==> src/rtl/fifo_thr_pkg.sv <==
package fifo_thr_pkg;
  localparam int CTRL_W    = 17;
  localparam int THR_W     = 5;
  localparam int STAT_W    = 4;
  localparam int FMT_W     = 3;
  localparam int NCH       = 2;
  localparam int CH_TX     = 0;
  localparam int CH_RX     = 1;

  // field positions inside the control word
  localparam int TXTHR_LSB = 12;
  localparam int RXTHR_LSB = 7;
  localparam int TXDMA_BIT = 5;
  localparam int RXDMA_BIT = 4;

  // status bit positions (same positions act as interrupt enables)
  localparam int ST_TXTHR  = 3;
  localparam int ST_RXTHR  = 2;
  localparam int ST_URUN   = 1;
  localparam int ST_ORUN   = 0;

  localparam logic [CTRL_W-1:0] CTRL_RST = 17'h02200;
  localparam logic [STAT_W-1:0] STAT_RST = 4'h8;
  localparam logic [FMT_W-1:0]  FMT_SPI  = 3'd1;
endpackage

==> src/rtl/thr_ctrl_regs.sv <==
module thr_ctrl_regs
  import fifo_thr_pkg::*;
(
  input  logic              clk,
  input  logic              rst_n,
  input  logic              wr,
  input  logic [CTRL_W-1:0] wdata,
  output logic [CTRL_W-1:0] ctrl_q,
  output logic [STAT_W-1:0] int_en_nxt,
  output logic [THR_W-1:0]  tx_thr,
  output logic [THR_W-1:0]  rx_thr
);
  logic [CTRL_W-1:0] ctrl_nxt;

  assign ctrl_nxt   = wr ? wdata : ctrl_q;
  assign int_en_nxt = ctrl_nxt[STAT_W-1:0];

  // thresholds are separate registers: they load only from a write
  always_ff @(posedge clk or negedge rst_n) begin
    if (!rst_n) begin
      ctrl_q <= CTRL_RST;
      tx_thr <= '0;
      rx_thr <= '0;
    end else if (wr) begin
      ctrl_q <= wdata;
      tx_thr <= wdata[TXTHR_LSB +: THR_W];
      rx_thr <= wdata[RXTHR_LSB +: THR_W];
    end
  end
endmodule

==> src/rtl/thr_status.sv <==
module thr_status
  import fifo_thr_pkg::*;
#(
  parameter int LVL_W = 5
) (
  input  logic              clk,
  input  logic              rst_n,
  input  logic              en,
  input  logic              spi_fmt,
  input  logic [LVL_W-1:0]  tx_level,
  input  logic [LVL_W-1:0]  rx_level,
  input  logic [THR_W-1:0]  tx_thr,
  input  logic [THR_W-1:0]  rx_thr,
  input  logic              urun,
  input  logic              orun,
  input  logic              rd,
  output logic [STAT_W-1:0] status_q,
  output logic [STAT_W-1:0] status_nxt,
  output logic              tx_cond,
  output logic              rx_cond
);
  localparam int CW = (LVL_W > THR_W) ? LVL_W : THR_W;

  logic [CW-1:0] tx_lvl_x, rx_lvl_x, tx_thr_x, rx_thr_x;

  assign tx_lvl_x = CW'(tx_level);
  assign rx_lvl_x = CW'(rx_level);
  assign tx_thr_x = CW'(tx_thr);
  assign rx_thr_x = CW'(rx_thr);

  // transmit drains toward its mark, receive fills toward its mark
  assign tx_cond = (tx_lvl_x <= tx_thr_x);
  assign rx_cond = spi_fmt || (rx_lvl_x >= rx_thr_x);

  always_comb begin
    status_nxt = status_q;
    if (rd) begin
      status_nxt[ST_URUN] = 1'b0;
      status_nxt[ST_ORUN] = 1'b0;
    end
    if (en) begin
      status_nxt[ST_TXTHR] = tx_cond;
      status_nxt[ST_RXTHR] = rx_cond;
      if (urun) status_nxt[ST_URUN] = 1'b1;
      if (orun) status_nxt[ST_ORUN] = 1'b1;
    end
  end

  always_ff @(posedge clk or negedge rst_n) begin
    if (!rst_n) status_q <= STAT_RST;
    else        status_q <= status_nxt;
  end
endmodule

==> src/rtl/thr_dma_chan.sv <==
module thr_dma_chan (
  input  logic clk,
  input  logic rst_n,
  input  logic en,
  input  logic dma_en,
  input  logic cond,
  input  logic ack,
  output logic req
);
  always_ff @(posedge clk or negedge rst_n) begin
    if (!rst_n)               req <= 1'b0;
    else if (ack && dma_en)   req <= cond;
    else if (en && dma_en && cond) req <= 1'b1;
  end
endmodule

==> src/rtl/fifo_thr_irq_dma.sv <==
module fifo_thr_irq_dma
  import fifo_thr_pkg::*;
#(
  parameter int LVL_W = 5
) (
  input  logic              clk,
  input  logic              rst_n,
  input  logic              ctl_en,
  input  logic [FMT_W-1:0]  frame_fmt,
  input  logic [LVL_W-1:0]  tx_level,
  input  logic [LVL_W-1:0]  rx_level,
  input  logic              tx_urun_evt,
  input  logic              rx_orun_evt,
  input  logic              cfg_wr,
  input  logic [CTRL_W-1:0] cfg_wdata,
  output logic [CTRL_W-1:0] ctrl_word,
  input  logic              stat_rd,
  output logic [STAT_W-1:0] stat_rdata,
  output logic              irq,
  output logic [NCH-1:0]    dma_req,
  input  logic [NCH-1:0]    dma_ack
);
  logic [CTRL_W-1:0] ctrl_q;
  logic [STAT_W-1:0] int_en_nxt;
  logic [THR_W-1:0]  tx_thr, rx_thr;
  logic [STAT_W-1:0] status_q, status_nxt;
  logic              tx_cond, rx_cond;
  logic [NCH-1:0]    cond_v, dma_en_v;
  logic              irq_q;

  thr_ctrl_regs u_ctrl (
    .clk(clk), .rst_n(rst_n), .wr(cfg_wr), .wdata(cfg_wdata),
    .ctrl_q(ctrl_q), .int_en_nxt(int_en_nxt),
    .tx_thr(tx_thr), .rx_thr(rx_thr)
  );

  thr_status #(.LVL_W(LVL_W)) u_stat (
    .clk(clk), .rst_n(rst_n), .en(ctl_en),
    .spi_fmt(frame_fmt == FMT_SPI),
    .tx_level(tx_level), .rx_level(rx_level),
    .tx_thr(tx_thr), .rx_thr(rx_thr),
    .urun(tx_urun_evt), .orun(rx_orun_evt), .rd(stat_rd),
    .status_q(status_q), .status_nxt(status_nxt),
    .tx_cond(tx_cond), .rx_cond(rx_cond)
  );

  assign cond_v[CH_TX]   = tx_cond;
  assign cond_v[CH_RX]   = rx_cond;
  assign dma_en_v[CH_TX] = ctrl_q[TXDMA_BIT];
  assign dma_en_v[CH_RX] = ctrl_q[RXDMA_BIT];

  for (genvar c = 0; c < NCH; c++) begin : g_chan
    thr_dma_chan u_chan (
      .clk(clk), .rst_n(rst_n), .en(ctl_en),
      .dma_en(dma_en_v[c]), .cond(cond_v[c]),
      .ack(dma_ack[c]), .req(dma_req[c])
    );
  end

  // interrupt frozen while the controller is disabled
  always_ff @(posedge clk or negedge rst_n) begin
    if (!rst_n)      irq_q <= 1'b0;
    else if (ctl_en) irq_q <= |(int_en_nxt & status_nxt);
  end

  assign irq        = irq_q;
  assign stat_rdata = status_q;
  assign ctrl_word  = ctrl_q;
endmodule

==> config.mk <==
export PLATFORM = sky130hd
export DESIGN_NAME = fifo_thr_irq_dma
export DESIGN_NICKNAME = d
export VERILOG_FILES = /design/src/rtl/fifo_thr_pkg.sv /design/src/rtl/thr_ctrl_regs.sv /design/src/rtl/thr_status.sv /design/src/rtl/thr_dma_chan.sv /design/src/rtl/fifo_thr_irq_dma.sv
export SDC_FILE = /design/constraint.sdc
export NUM_CORES = 1
export LEC_CHECK = 0
export BUFFER_PORTS_ARGS = -buffer_cell sky130_fd_sc_hd__buf_2
export CAP_MARGIN = 20
export CELL_PAD_IN_SITES_DETAIL_PLACEMENT = 0
export CELL_PAD_IN_SITES_GLOBAL_PLACEMENT = 1
export CORE_ASPECT_RATIO = 1.25
export CORE_MARGIN = 1
export CORE_UTILIZATION = 36
export CTS_CLUSTER_DIAMETER = 30
export DETAILED_ROUTE_END_ITERATION = 16
export PLACE_DENSITY = 0.95
export SYNTH_ARGS = -nofsm -noshare
export SYNTH_HDL_FRONTEND = slang
export SYNTH_SLANG_ARGS = --single-unit
export TNS_END_PERCENT = 20
==> constraint.sdc <==
create_clock -name clk -period 3.9 [get_ports clk]
set_input_delay 0.195 -clock clk [delete_from_list [all_inputs] [get_ports clk]]
set_output_delay 0.195 -clock clk [all_outputs]
set_load 0.01 [all_outputs]
==> impl_metrics.py, run 1 <==
metrics = {
    "sta": {
        "setup_viol": 0,
        "tightestPinTransition_ps": 578,
        "slew_headroom_pct": 61.5,
        "finalHoldViolations": 0,
        "tns_ps": 0,
        "skew_ps": 0.977,
        "fin_crit_sh_pct": 40.5,
        "min_period_ps": 1580,
        "post-route-worst-setup-slack_ps": 2320,
        "rsz0062_at_grt": "false",
        "final_max_slew_viol_count": 0,
        "max_freq_ghz": 0.634,
    },
    "worst_setup_path": {
        "slowest_delay_ps": 380,
        "crit_path_frequent_cell": "a21oi_1",
        "crit_chain": "inv_1 -> ha_1 -> o21ai_0 -> a21oi_1 -> o31a_1 -> o211a_1 -> a21oi_1",
        "endpoint_kind": "flop",
        "required_ps": 4090,
        "cp_max_fo": 3,
        "critPathLaunchType": "flop",
        "critPathKind": "reg -> reg",
        "crit_slowest_cell": "dfrtp_1",
        "arrival_ps": 1770,
    },
    "floorplan": {
        "die_area_mm2": 0.00397,
        "die_h_um": 70.2,
        "core_mm2": 0.00351,
        "die_x_um": 56.6,
        "placementRows": 24,
        "io_pins": 63,
        "initial_core_util_pct": 38.1,
    },
    "yosys": {
        "syn_area_mm2": 0.00134,
        "synth-seq-area-share_pct": 48.8,
        "yosys_warnings": 0,
        "synth_cell_type_count": 25,
        "yosys.area_share.adder_pct": 9.34,
        "synth_top_family_by_area": "buffers and inverters",
        "yosys.area_share.xor_xnor_pct": 0,
        "syn_nets": 181,
        "synthMuxAreaShare_pct": 7.75,
        "ys_ff_latch": 26,
        "synthSimpleGateAreaFrac_pct": 8.87,
        "syn_area_per_cell_um2": 10.2,
        "synth-compound-area-share_pct": 12.5,
        "synthCells": 132,
    },
    "power": {
        "combinationalPowerShare_pct": 23.7,
        "intPower_w": 0.000447,
        "clkPwrFrac_pct": 24.8,
        "power_frac_seq_pct": 51.5,
        "leakagePower_nw": 0.871,
        "ir_worst_vdd_v": 0.000220,
        "powerDensity_mw_per_mm2": 380,
        "p_sw_share_pct": 28.4,
        "p_switching_w": 0.000177,
    },
    "finish": {
        "nNetsFinal": 233,
        "fillers": 354,
        "drive_above_1_share_pct": 42.1,
        "area_growth_pct": 22.4,
        "diodes": 0,
    },
    "clock_network": {
        "cts_max_level": 1,
        "cts_resized": 0,
        "cts.clk_slew.worst_paths_ps": 90,
        "cts_inserted_buffers": 3,
        "cts-root-buf": "clkbuf_8",
        "clock_sinks": 26,
        "clockBufferDepth": 2,
        "clk_latency_ps": 260,
        "cts_tree": "built",
    },
    "global_routing": {
        "grt_overflow": 0,
        "gr-usage-all-layers_pct": 14.0,
        "grt_pass1_wl_mm": 4.46,
        "grt_max_degree": 28,
        "antenna_found_initial": 0,
        "grt_pass1_vias": 1053,
    },
    "outcome": {
        "status": "finished clean",
    },
    "place": {
        "port_buffers": 62,
        "dp_slack_ps": 2310,
        "place_congestion": 0.756,
        "dpl.hpwl_mm": 2.10,
    },
    "routing": {
        "vias_per_cell": 4.79,
        "routedWlPerCell_um": 12.1,
        "routed_wl_mm": 2.70,
        "drt_first_pass_iters": 4,
        "drt_iter0_drc": 20,
        "vias": 1063,
        "drc": 0,
        "antenna_left": 0,
    },
    "hold_path": {
        "min_path_type": "in -> reg",
    },
    "run": {
        "maxCapViolations": 0,
    },
}
[cell families after synthesis]
kind of cell | count (synthesis)
fa+ha+maj | 10
flops | 26
buf+inv | 31
compound gates | 29
simple gates | 27
mux | 9
[through the flow]
step	total power, W	util (%)	area, µm²	instances	hold slack (ps)
finish	0.000624	46.7	1640	222	134
global route	0.000663	46.7	1640	222	128
CTS	0.000635	46.7	1640	222	125
detailed placement	0.000476	45.1	1590	217	239
global placement	0.000473	45.1	1590	217	229
floorplan	0.000427	-	1340	132	-101
[cell usage in the layout (no fill, tap or decap), drive strengths merged]
cell type	Yosys	final
o211a	1	1
mux2i	1	1
nand2	16	16
mux2	8	8
nor3b	1	1
o221ai	1	1
nor2	5	5
o21ai	17	17
a22oi	1	1
clkbuf	2	4
buf	14	62
and4	1	1
dfrtp	23	23
a21oi	7	7
a211oi	1	1
nor2b	1	1
dfstp	3	3
inv	15	15
o31a	1	1
ha	10	10
nand3	1	1
nand2b	2	2
dlygate4sd3	0	1
[routing by layer]
layer / routed length (µm) / track usage, %
met5: 0 / 0
met4: 40 / 4.61
met3: 122 / 2.41
met2: 1360 / 24.2
met1: 1170 / 17.3
[sequential cells by signal, summed over array words and instances (netlist names)]
name and count:
u_ctrl.rx_thr 4, u_ctrl.ctrl_q 10, u_stat.status_q 4, u_ctrl.tx_thr 5
g_chan.u_chan.req 2, irq 1
[repair_timing]
action,CTS,global route
setup buffers,0,0
hold buffers,1,0
endpoints found under the hold margin,23,0
endpoints found under the setup margin,0,0
[power by group through the flow]
stage	Combinational, W	Clock (W)	Sequential (W)
after floorplan	0.0000961	0	0.000331
after global placement	0.000147	0	0.000326
after detailed placement	0.000150	0	0.000326
after CTS	0.000151	0.000163	0.000321
after global routing	0.000166	0.000171	0.000325
final	0.000148	0.000155	0.000321
[cell type report]
class / count / area (µm²) / area share (%)
timing repair buffer: 63 / 320 / 19.5
sequential: 26 / 654 / 39.9
inverter: 15 / 56.3 / 3.43
multi-input combinational: 75 / 515 / 31.4
clock buffer: 4 / 45.0 / 2.75
tap: 39 / 48.8 / 2.97
[Yosys cell counts]
master	instances	area [µm²]
ha_1	10	125
o21ai_0	17	85.1
buf_4	12	90.1
dfrtp_1	23	576
nand2_1	16	60.1
buf_2	1	5.00
o221ai_1	1	8.76
nor2_1	5	18.8
a21oi_1	7	35.0
inv_1	15	56.3
and4_1	1	8.76
nand3_1	1	5.00
clkbuf_1	2	7.51
nor3b_1	1	7.51
mux2i_1	1	10.0
o31a_1	1	8.76
nand2b_1	2	12.5
a22oi_2	1	12.5
o211a_1	1	10.0
buf_6	1	11.3
mux2_4	1	15.0
a211oi_1	1	7.51
nor2b_1	1	6.26
mux2_2	7	78.8
dfstp_2	3	78.8
[worst max-delay path, delay by kind of cell, from the launching register on]
kind	cells	cell delay, ps
AOI/OAI and AO/OA	5	830
buffers and inverters	1	70
adders and majority gates	1	230
DFF	1	380
[worst paths after layout]
path	end	slack, ps	cells past startpoint	startpoint
max	irq	2320	7	u_ctrl.tx_thr[2]
min	u_ctrl.ctrl_q[11]	130	3	cfg_wdata[11]
max reg2reg	irq	2320	7	u_ctrl.tx_thr[2]
min reg2reg	u_ctrl.ctrl_q[9]	470	2	u_ctrl.ctrl_q[9]
max in group asynchronous	u_ctrl.ctrl_q[13]	3060	2	rst_n
min in group asynchronous	u_ctrl.rx_thr[0]	460	2	rst_n
(Power assumes the default switching activity.)
==> inputs of run 2 (changes only) <==
Settings changed: ABC_AREA from default to 1, CORE_UTILIZATION 36 to 33, PLACE_DENSITY 0.95 to 0.9.
Clock period 3.9 ns to 1.5 ns, I/O delays scaled along.
==> impl_metrics.py, run 2 <==
metrics = {
    "outcome": {
        "status": "finished clean",
    },
    "floorplan": {
        "die_area_mm2": 0.00454,
        "die_h_um": 75.1,
        "placementRows": 26,
        "die_x_um": 60.4,
        "core_mm2": 0.00410,
        "io_pins": 63,
        "initial_core_util_pct": 34.4,
    },
    "sta": {
        "tightestPinTransition_ps": 590,
        "skew_ps": 1.96,
        "final_max_slew_viol_count": 0,
        "rsz0062_at_grt": "true",
        "slew_headroom_pct": 60.6,
        "finalHoldViolations": 0,
        "fin_crit_sh_pct": 96.4,
        "max_freq_ghz": 0.691,
        "post-route-worst-setup-slack_ps": 53.3,
        "setup_viol": 0,
        "min_period_ps": 1450,
    },
    "finish": {
        "fin_util_pct": 44.8,
        "fillers": 439,
        "drive_above_1_share_pct": 44.0,
        "seq_area_um2": 654,
        "final_common_cell": "buf_2",
        "diodes": 0,
        "final_cell_mix": "buf_2, nand2_1, inv_1, dfrtp_1, o21ai_0",
        "area_growth_pct": 30.4,
        "largestRegisters": "u_ctrl.ctrl_q: 10 flops, u_ctrl.tx_thr: 5 flops",
        "finalNonFillerCells": 274,
        "multiInputGateArea_um2": 596,
        "largest_reg_flops": 10,
        "nNetsFinal": 268,
        "top_register": "u_ctrl.ctrl_q",
    },
    "power": {
        "powerDensity_mw_per_mm2": 940,
        "p_switching_w": 0.000496,
        "combinationalPowerShare_pct": 25.9,
        "intPower_w": 0.00123,
        "p_sw_share_pct": 28.7,
        "power_frac_seq_pct": 48.1,
        "clkPwrFrac_pct": 26.0,
        "ir_worst_vdd_v": 0.000370,
        "leakagePower_nw": 0.995,
    },
    "yosys": {
        "syn_area_per_cell_um2": 8.70,
        "synth_ff_type": "dfrtp_1",
        "syn_area_mm2": 0.00141,
        "syn_nets": 211,
        "async_flop_share_pct": 100,
        "synth_cell_type_count": 19,
        "yosysMostFrequentCell": "nand2_1",
        "synth_top_cells_by_area": "dfrtp_1, nand2_1, ha_1",
        "yosys_warnings": 0,
        "synth_commonest_cells": "nand2_1, inv_1, dfrtp_1",
        "synth-seq-area-share_pct": 46.4,
        "yosys.area.top_type": "dfrtp_1",
        "synth_edf_count": 0,
        "synth_top_area_share_pct": 40.9,
        "ys_ff_latch": 26,
        "synthCells": 162,
    },
    "place": {
        "dpl.hpwl_mm": 2.15,
        "place_congestion": 0.684,
        "port_buffers": 62,
        "dp.cells": 267,
        "dp_slack_ps": 8.99,
    },
    "clock_network": {
        "cts_tree": "built",
        "cts-root-buf": "clkbuf_8",
        "cts_max_level": 1,
        "clockBufferDepth": 2,
        "cts.clk_slew.worst_paths_ps": 90,
        "clk_latency_ps": 260,
        "cts_inserted_buffers": 3,
        "clock_sinks": 26,
    },
    "run": {
        "maxCapViolations": 0,
    },
    "worst_setup_path": {
        "timing.rr.start": "u_ctrl.rx_thr[2]",
        "r2r_setup_slack_ps": 50,
        "crit_start": "u_ctrl.rx_thr[2]",
        "critPathKind": "reg -> reg",
        "required_ps": 1670,
        "endpoint_kind": "flop",
        "worst_r2r_path_depth": 12,
        "r2r_end": "irq",
        "arrival_ps": 1610,
        "crit_end": "irq",
        "cp_max_fo": 2,
        "critPathLaunchType": "flop",
    },
    "global_routing": {
        "gr-usage-all-layers_pct": 13.0,
        "grt_overflow": 0,
        "grt_pass1_vias": 1098,
        "grt_pass1_wl_mm": 4.42,
        "antenna_found_initial": 0,
        "grt_max_degree": 27,
    },
    "routing": {
        "routed_wl_mm": 2.83,
        "drt_first_pass_iters": 2,
        "drc": 0,
        "antenna_left": 0,
        "met2_length_mm": 1.45,
        "routedWlPerCell_um": 10.3,
        "topRoutingLayerUsed": "met4",
        "drt_iter0_drc": 33,
        "wl_met3_um": 144,
        "vias_per_cell": 4.24,
        "vias": 1161,
        "drt-met1-wl_mm": 1.23,
    },
    "hold_path": {
        "min_path_type": "in -> reg",
    },
}
[run 2: changes by cell type after synthesis, moves of 2 or more]
cell,delta
mux2_2,-2
nor2_1,+4
o21ai_2,+2
o21ai_0,-4
nand2_1,+25
inv_1,+12
nand3_1,+2
nand2b_1,-2
[run 2: worst max-delay path, cell delays in order (launching register included)]
cell     delay, ps
dfrtp_1        370
inv_1           80
ha_1           240
nand2_1         60
nand2_1         50
nand3_1         80
nand3_2         90
nand2_2         80
nand2_2         50
nand2_1         50
nand2_1         50
nor2_1         100
nor2_1          50
[run 2: cell type report]
cell class	instances	share of cell area [%]
repair buffers	68	19.6
clock buffers	4	3.00
well taps	56	3.81
flip-flops and latches	26	35.6
inverters	27	5.52
multi-input cells	93	32.4
[run 2: logic make-up (layout without fill, tap and decap cells)]
| kind of cell | after synthesis | after routing | share of synthesized area (%) |
|---|---|---|---|
| buffers and inverters | 43 | 99 | 15.4 |
| AOI/OAI and AO/OA | 21 | 21 | 7.99 |
| DFF | 26 | 26 | 46.4 |
| muxes | 6 | 6 | 5.06 |
| and+or+nand+nor | 56 | 56 | 16.3 |
| adders and majority gates | 10 | 10 | 8.88 |
[run 2: worst min path at each step]
stage / startpoint / end / slack (ps) / cells past startpoint
CTS: cfg_wdata[11] / u_ctrl.ctrl_q[11] / 10 / 3
detailed placement: rst_n / u_ctrl.ctrl_q[11] / 120 / 1
finish: cfg_wdata[11] / u_ctrl.ctrl_q[11] / 20 / 3
floorplan: rst_n / g_chan[0].u_chan.req / -220 / 0
global route: cfg_wdata[12] / u_ctrl.tx_thr[0] / 30 / 2
global placement: rst_n / u_ctrl.ctrl_q[11] / 120 / 1
[run 2: what timing repair did]
item | in CTS | in global routing
hold buffers | 2 | 0
setup endpoints to repair | 1 | 3
setup buffers | 0 | 1
hold endpoints to repair | 24 | 0
gates resized for setup | 1 | 12
cloned | 0 | 0
pin swaps | 1 | 3
[run 2: power groups by stage]
stage	clock network, W	logic, W	registers, W
final	0.000449	0.000447	0.000829
after global routing	0.000499	0.000515	0.000843
after CTS	0.000473	0.000427	0.000831
after detailed placement	0	0.000417	0.000843
after global placement	0	0.000413	0.000845
after floorplan	0	0.000263	0.000858
[run 2: per-layer routing]
metal  up-vias  global-route usage [%]
li1        604                       -
met3         2                    2.75
met5         -                       0
met4         0                    3.79
met2        34                    22.5
met1       521                    16.1
[run 2: through the flow]
stage | instance area [µm²] | total power (W) | hold WS, ps | TNS, ps
5_1_grt | 1840 | 0.00186 | 26.8 | -156
6_report | 1840 | 0.00173 | 18.2 | 0
3_5_place_dp | 1700 | 0.00126 | 119 | 0
2_1_floorplan | 1410 | 0.00112 | -221 | 0
3_3_place_gp | 1700 | 0.00126 | 115 | 0
4_1_cts | 1780 | 0.00173 | 11.0 | 0
